**src/rtl/dbg_pkg.sv**
```systemverilog
package dbg_pkg;

    // Source of the most recent halt
    typedef enum logic {
        SRC_BREAK = 1'b0,
        SRC_WATCH = 1'b1
    } trip_src_e;

    // Run state of the debug controller
    typedef enum logic {
        ST_RUN  = 1'b0,
        ST_HALT = 1'b1
    } dbg_state_e;

    // Watchpoint qualification mode
    typedef struct packed {
        logic on_rd;
        logic on_wr;
        logic data_qual;
    } wp_mode_t;

    // Event summary handed from the detectors to the controller
    typedef struct packed {
        logic brk;
        logic wp;
    } trip_evt_t;

    // True when the access direction is one the watchpoint is armed for
    function automatic logic dir_hit(wp_mode_t m, logic rd, logic wr);
        return (m.on_rd && rd) || (m.on_wr && wr);
    endfunction

    // Priority pick of the halt source: breakpoint first
    function automatic trip_src_e pick_src(trip_evt_t e);
        return e.brk ? SRC_BREAK : SRC_WATCH;
    endfunction

endpackage

```
**src/rtl/dbg_brk_gate.sv**
```systemverilog
module dbg_brk_gate
    import dbg_pkg::*;
(
    input  logic clk,
    input  logic rst,
    input  logic brk_dec,
    input  logic brk_en,
    output logic brk_trig,
    output logic brk_nop
);

    // Enabled break opcode requests a halt
    assign brk_trig = brk_dec && brk_en;

    // Disabled break opcode degrades to a no-op
    assign brk_nop  = brk_dec && !brk_en;

    AST_NOP_NOT_TRIG: assert property (@(posedge clk) disable iff (rst)
        brk_nop |-> !brk_trig);

    AST_NOP_NEEDS_DEC: assert property (@(posedge clk) disable iff (rst)
        brk_nop |-> brk_dec);

endmodule

```
**src/rtl/dbg_wp_match.sv**
```systemverilog
module dbg_wp_match
    import dbg_pkg::*;
#(
    parameter int ADDR_W = 12,
    parameter int DATA_W = 8
) (
    input  logic              clk,
    input  logic              rst,
    input  logic [ADDR_W-1:0] acc_addr,
    input  logic [DATA_W-1:0] acc_data,
    input  logic              acc_rd,
    input  logic              acc_wr,
    input  logic [ADDR_W-1:0] wp_addr,
    input  logic [DATA_W-1:0] wp_data,
    input  wp_mode_t          mode,
    output logic              wp_hit
);

    localparam int NIB_W   = 4;
    localparam int NIBBLES = (DATA_W + NIB_W - 1) / NIB_W;
    localparam int PAD_W   = NIBBLES * NIB_W;

    logic [PAD_W-1:0]   data_a;
    logic [PAD_W-1:0]   data_b;
    logic [NIBBLES-1:0] nib_eq;
    logic               addr_eq;
    logic               data_ok;
    logic               dir_ok;

    assign data_a = PAD_W'(acc_data);
    assign data_b = PAD_W'(wp_data);

    // Data compare split into nibble lanes, reduced below
    for (genvar g = 0; g < NIBBLES; g++) begin : g_lane
        assign nib_eq[g] = (data_a[g*NIB_W +: NIB_W] == data_b[g*NIB_W +: NIB_W]);
    end

    assign addr_eq = (acc_addr == wp_addr);
    assign data_ok = !mode.data_qual || (&nib_eq);
    assign dir_ok  = dir_hit(mode, acc_rd, acc_wr);
    assign wp_hit  = addr_eq && data_ok && dir_ok;

    AST_WP_NEEDS_ADDR: assert property (@(posedge clk) disable iff (rst)
        wp_hit |-> (acc_addr == wp_addr));

    AST_WP_OFF: assert property (@(posedge clk) disable iff (rst)
        (!mode.on_rd && !mode.on_wr) |-> !wp_hit);

    AST_WP_DATA: assert property (@(posedge clk) disable iff (rst)
        (wp_hit && mode.data_qual) |-> (acc_data == wp_data));

endmodule

```
**src/rtl/dbg_ctl.sv**
```systemverilog
module dbg_ctl
    import dbg_pkg::*;
(
    input  logic      clk,
    input  logic      rst,
    input  trip_evt_t evt,
    input  logic      resume,
    output logic      halted,
    output trip_src_e src
);

    dbg_state_e state_q, state_d;
    trip_src_e  src_q, src_d;
    logic       enter;

    assign enter = (state_q == ST_RUN) && (evt.brk || evt.wp);

    always_comb begin
        state_d = state_q;
        src_d   = src_q;
        unique case (state_q)
            ST_RUN: begin
                if (enter) begin
                    state_d = ST_HALT;
                    src_d   = pick_src(evt);
                end
            end
            ST_HALT: begin
                if (resume) state_d = ST_RUN;
            end
            default: state_d = ST_RUN;
        endcase
    end

    always_ff @(posedge clk) begin
        if (rst) begin
            state_q <= ST_RUN;
            src_q   <= SRC_BREAK;
        end else begin
            state_q <= state_d;
            src_q   <= src_d;
        end
    end

    assign halted = (state_q == ST_HALT);
    assign src    = src_q;

    AST_ENTRY_NEXT: assert property (@(posedge clk) disable iff (rst)
        (!halted && (evt.brk || evt.wp)) |=> halted);

    AST_NO_SPURIOUS: assert property (@(posedge clk) disable iff (rst)
        (!halted && !evt.brk && !evt.wp) |=> !halted);

    AST_HOLD: assert property (@(posedge clk) disable iff (rst)
        (halted && !resume) |=> halted);

    AST_EXIT: assert property (@(posedge clk) disable iff (rst)
        (halted && resume) |=> !halted);

    AST_SRC_KEEP: assert property (@(posedge clk) disable iff (rst)
        halted |=> $stable(src));

    AST_BRK_PRIO: assert property (@(posedge clk) disable iff (rst)
        (!halted && evt.brk) |=> (src == SRC_BREAK));

endmodule

```
**src/rtl/dbg_trip_unit.sv**
```systemverilog
module dbg_trip_unit
    import dbg_pkg::*;
#(
    parameter int ADDR_W = 12,
    parameter int DATA_W = 8
) (
    input  logic              clk,
    input  logic              rst,
    input  logic              brk_dec,
    input  logic              brk_en,
    input  logic [ADDR_W-1:0] acc_addr,
    input  logic [DATA_W-1:0] acc_data,
    input  logic              acc_rd,
    input  logic              acc_wr,
    input  logic [ADDR_W-1:0] wp_addr,
    input  logic [DATA_W-1:0] wp_data,
    input  logic              wp_on_rd,
    input  logic              wp_on_wr,
    input  logic              wp_data_qual,
    input  logic              resume,
    output logic              dbg_req,
    output logic              cpu_idle,
    output logic              brk_nop,
    output logic              trip_src
);

    wp_mode_t  mode;
    trip_evt_t evt;
    logic      halted;
    trip_src_e src;

    assign mode = '{on_rd: wp_on_rd, on_wr: wp_on_wr, data_qual: wp_data_qual};

    dbg_brk_gate u_brk (
        .clk      (clk),
        .rst      (rst),
        .brk_dec  (brk_dec),
        .brk_en   (brk_en),
        .brk_trig (evt.brk),
        .brk_nop  (brk_nop)
    );

    dbg_wp_match #(
        .ADDR_W (ADDR_W),
        .DATA_W (DATA_W)
    ) u_wp (
        .clk      (clk),
        .rst      (rst),
        .acc_addr (acc_addr),
        .acc_data (acc_data),
        .acc_rd   (acc_rd),
        .acc_wr   (acc_wr),
        .wp_addr  (wp_addr),
        .wp_data  (wp_data),
        .mode     (mode),
        .wp_hit   (evt.wp)
    );

    dbg_ctl u_ctl (
        .clk    (clk),
        .rst    (rst),
        .evt    (evt),
        .resume (resume),
        .halted (halted),
        .src    (src)
    );

    assign dbg_req  = halted;
    assign cpu_idle = halted;
    assign trip_src = (src == SRC_WATCH);

    AST_IDLE_TRACKS: assert property (@(posedge clk) disable iff (rst)
        cpu_idle == dbg_req);

    AST_DISABLED_BRK: assert property (@(posedge clk) disable iff (rst)
        (!dbg_req && brk_nop && !evt.wp) |=> !dbg_req);

endmodule

```
**config.mk**
```make
export PLATFORM = sky130hd
export DESIGN_NAME = dbg_trip_unit
export DESIGN_NICKNAME = d
export VERILOG_FILES = /design/src/rtl/dbg_pkg.sv /design/src/rtl/dbg_brk_gate.sv /design/src/rtl/dbg_wp_match.sv /design/src/rtl/dbg_ctl.sv /design/src/rtl/dbg_trip_unit.sv
export SDC_FILE = /design/constraint.sdc
export NUM_CORES = 1
export LEC_CHECK = 0
export BUFFER_PORTS_ARGS = -buffer_cell sky130_fd_sc_hd__buf_2
export CORE_AREA = 4 4 41 43
export CTS_CLUSTER_SIZE = 12
export DETAILED_ROUTE_END_ITERATION = 6
export DIE_AREA = 0 0 45 47
export GPL_TIMING_DRIVEN = 0
export PLACE_DENSITY = 0.79
export SLEW_MARGIN = 20
export SYNTH_ARGS = -nofsm -noshare
export SYNTH_HDL_FRONTEND = slang
export SYNTH_SLANG_ARGS = --single-unit
```
**constraint.sdc**
```tcl
create_clock -name clk -period 2.75 [get_ports clk]
set_clock_uncertainty 0.05 [all_clocks]
set_input_delay 0.1375 -clock clk [delete_from_list [all_inputs] [get_ports clk]]
set_output_delay 0.1375 -clock clk [all_outputs]
set_load 0.1 [all_outputs]
```
# After elaboration in Yosys (flattened, before gate mapping)
# Cells that the tools add are included.
[totals] input_bits=50 ff_bits=2
[op_classes] bitwise_logic=1 mux=4 n_eq_ne=3 reduce_logical=14
[ops] cell="$eq A12 B12 Y1" count=1
[ops] cell="$eq A4 B4 Y1" count=2
[ops] cell="$logic_and A1 B1 Y1" count=7
[ops] cell="$reduce_and A2 Y1" count=2
[ops] cell="$logic_or A1 B1 Y1" count=3
[ops] cell="$mux W1" count=3
[ops] cell="$logic_not A1 Y1" count=2
[ops] cell="$pmux W1 S2" count=1
[ops] cell="$not A1 Y1" count=1

# Depth between registers and ports, before layout
[logic_depth] word_depth=9 mapped_depth=4

# Modules after synthesis
# From an unflattened synthesis, not the netlist that was laid out.
[unflattened] cells_unflattened=40 area_unflattened_um2=341.6
[modules_own_cells] module="dbg_wp_match" n_inst=1 cells_per_inst=29 area_each_um2=236.5 seq_area_each_um2=0.0
[modules_own_cells] module="dbg_ctl" n_inst=1 cells_per_inst=8 area_each_um2=81.3 seq_area_each_um2=40.0
[modules_own_cells] module="dbg_brk_gate" n_inst=1 cells_per_inst=2 area_each_um2=16.3 seq_area_each_um2=0.0
[modules_own_cells] module="dbg_trip_unit" n_inst=1 cells_per_inst=1 area_each_um2=7.5 seq_area_each_um2=0.0

# Least setup slack after synthesis
# No wires, ideal clock.
[synth_path] kind="input -> output" startpoint="input port brk_en" endpoint="output port brk_nop" arrival_ns=1.473 path_buffers=0 path_stages=1 path_slack_ns=1.090 cell_sequence="nor2b_1"
[synth_via] elab_chain_cells=2
[synth_rtl] item="start, declared" line="dbg_trip_unit.sv:10" rtl="input logic brk_en,"
[synth_rtl] item="$logic_not A1 Y1" line="dbg_brk_gate.sv:16" rtl="assign brk_nop = brk_dec && !brk_en;"
[synth_rtl] item="$logic_and A1 B1 Y1" line="dbg_brk_gate.sv:16"
[synth_rtl] item="end, declared" line="dbg_trip_unit.sv:23" rtl="output logic brk_nop,"
# Every way passes these cells.

# Worst setup path after layout
[layout_path] startpoint="register u_ctl.state_q (netlist: u_ctl.halted)" endpoint="output port dbg_req"
[layout_rtl] item="start, declared" line="dbg_ctl.sv:12" rtl="dbg_state_e state_q, state_d;"
[layout_rtl] item="start signal, assigned" line="dbg_ctl.sv:40" rtl="state_q <= state_d;"
[layout_rtl] item="end, declared" line="dbg_trip_unit.sv:21" rtl="output logic dbg_req,"
# No word-level cell between the ends.

==> results.sh <==
export IMPL_status="finished clean"
export IMPL_cts_tree="yes"
export IMPL_ant_nets=0
export IMPL_first_iter_violations=0
export IMPL_final_nets=150
export IMPL_max_slew_margin_pct=67.6
export IMPL_antenna_found_initial=0
export IMPL_setup_violations=0
export IMPL_r2r_start="u_ctl.halted$_SDFF_PP0_"
export IMPL_synth_area_um2=337
export IMPL_tightest_slew_ns=0.489
export IMPL_dp_hpwl_mm=1.08
export IMPL_r2r_cells=4
export IMPL_min_period_ns=1.35
export IMPL_worstHoldStart="rst"
export IMPL_leakage_nw=0.362
export IMPL_path_clk_slew_ns=0.03
export IMPL_postSynthCellCount=42
export IMPL_rsz0062_at_grt="false"
export IMPL_die_h_um=47
export IMPL_vdd_drop_max_v=0.000124
export IMPL_syn_num_nets=92
export IMPL_core_area_um2=1300
export IMPL_nFillCells=143
export IMPL_design_die_area_um2=2120
export IMPL_grt_max_degree=6
export IMPL_critical_path_required_ns=2.56
export IMPL_hold_class="input port to flip-flop"
export IMPL_antenna_cells=0
export IMPL_io_pins=54
export IMPL_ys_warnings_count=0
export IMPL_cp_data_arrival_time_ns=1.17
export IMPL_insertion_delay_ns=0.23
export IMPL_numPortBuffers=53
export IMPL_viasPerCell=4.42
export IMPL_clockBufferDepth=2
export IMPL_register_area_um2=40.0
export IMPL_first_pass_iters=1
export IMPL_crit_type="flip-flop to output port"
export IMPL_avgSynthCellArea_um2=8.01
export IMPL_pwr_density_cell_nw_per_um2=286
export IMPL_cts_sinks=2
export IMPL_cp_cell_sequence="buf_4 > buf_2"
export IMPL_finalHoldWorstSlack_ns=0.0418
export IMPL_slew_viol_final=0
export IMPL_grt_util_all_layers_pct=11.8
export IMPL_synth_cell_types=16
export IMPL_top_layer="met3"
export IMPL_wl_met3_um=262
export IMPL_root_buffer="clkbuf_4"
export IMPL_routabilityCongestion=0.686
export IMPL_hold_violations=0
export IMPL_layout_common_cells="buf_2 (53), xor2_1 (20), nor4_1 (5)"
export IMPL_drive_gt1_share_pct=58.2
export IMPL_final_common_cell="buf_2"
export IMPL_hold_depth=2
export IMPL_max_stage_delay_ns=0.41
export IMPL_numCtsBuffers=3
export IMPL_htree_levels=1
export IMPL_grt_pass1_vias=518
export IMPL_cts_resized=0
export IMPL_ctsHoldBuffers=0
export IMPL_seq_area_frac_synth_pct=11.9
export IMPL_chipWidth_um=45
export IMPL_multi_input_area_um2=285
export IMPL_maxCapViolCount=0
export IMPL_crit_start="u_ctl.halted$_SDFF_PP0_"
export IMPL_cts_setup_buffers=0
export IMPL_critPathBufInv=2
export IMPL_grt_pass1_wl_mm=1.78
export IMPL_initial_utilization_pct=25.9
export IMPL_crit_path_end_kind="output port"
export IMPL_finalCritPeriodShare_pct=49.2
export IMPL_cp_max_fo=5
export IMPL_crit_family="buffers and inverters"
export IMPL_route_vias_total=500
export IMPL_wl_met2_um=514
export IMPL_drc=0
export IMPL_area_delta_synth_final_pct=91.1
export IMPL_finalSetupTns_ns=0
export IMPL_rows=13
export IMPL_overflow=0
export IMPL_critPathSlowestCell="buf_2"
export IMPL_ys_ff_latch=2
export IMPL_wirelength_met1_um=400
export IMPL_totalWireLength_mm=1.18
export IMPL_critPathLaunchType="flip-flop"
export IMPL_cp_num_cells=2
export IMPL_fmax_mhz=738
export IMPL_wl_per_cell_um=10.4
[synth_stat cells]
cell | count | area [µm²]
nor4_1 | 5 | 31.3
a311oi_1 | 1 | 8.76
inv_1 | 1 | 3.75
dfxtp_1 | 2 | 40.0
buf_4 | 1 | 7.51
nand4_1 | 1 | 6.26
nand2b_1 | 2 | 12.5
nand2_1 | 1 | 3.75
nand3_1 | 1 | 5.00
xor2_1 | 20 | 175
a22oi_1 | 1 | 7.51
nor2_1 | 1 | 3.75
nand3b_1 | 1 | 7.51
nor2b_1 | 1 | 6.26
a211oi_1 | 1 | 7.51
a21oi_1 | 2 | 10.0
[routing by layer]
| metal | up-vias | global-route usage, % |
|---|---|---|
| met1 | 192 | 10.2 |
| li1 | 260 | - |
| met5 | - | 0 |
| met3 | 0 | 6.13 |
| met4 | 0 | 7.02 |
| met2 | 48 | 21.8 |
[where the power goes]
part | total, mW | switching [mW] | internal, mW
combinational | 0.0859 | 0.0426 | 0.0433
clock | 0.0670 | 0.0187 | 0.0483
sequential | 0.0308 | 0.000887 | 0.0299
[per-stage QoR]
step           util (%)  cell area (µm²)  setup slack (ns)  std cells  total power [mW]
3_5_place_dp       47.7              621              1.34        110             0.118
2_1_floorplan         -              337              1.09         42            0.0736
6_report           49.4              643              1.40        113             0.184
5_1_grt            49.4              643              1.35        113             0.199
3_3_place_gp       47.7              621              1.44        110             0.115
4_1_cts            49.4              643              1.40        113             0.188
[cell families after synthesis]
family                 after synthesis  share of synthesized area [%]
AO/OA/AOI/OAI                        5                           10.0
flip-flops                           2                           11.9
buffers and inverters                2                           3.35
AND/OR/NAND/NOR                     13                           22.7
XOR/XNOR                            20                           52.0
[worst paths after layout]
check                                                to  slack, ns
worst min register to register   u_ctl.src$_SDFFE_PP0P_       0.42
worst min-delay path            u_ctl.halted$_SDFF_PP0_       0.04
worst max-delay path                            dbg_req       1.40
worst max register to register  u_ctl.halted$_SDFF_PP0_       1.62
[state kept, by name, indices dropped and copies added, names as in the netlist]
register	flops
u_ctl.src	1
u_ctl.halted	1
[final cells by class]
class / count / area share, %
flip-flops and latches: 2 / 6.23
well taps: 15 / 2.92
multi-input cells: 38 / 44.4
inverters: 1 / 0.584
repair buffers: 53 / 41.2
plain buffers: 1 / 1.17
clock buffers: 3 / 3.50
Power figures use the tool's default switching activity.
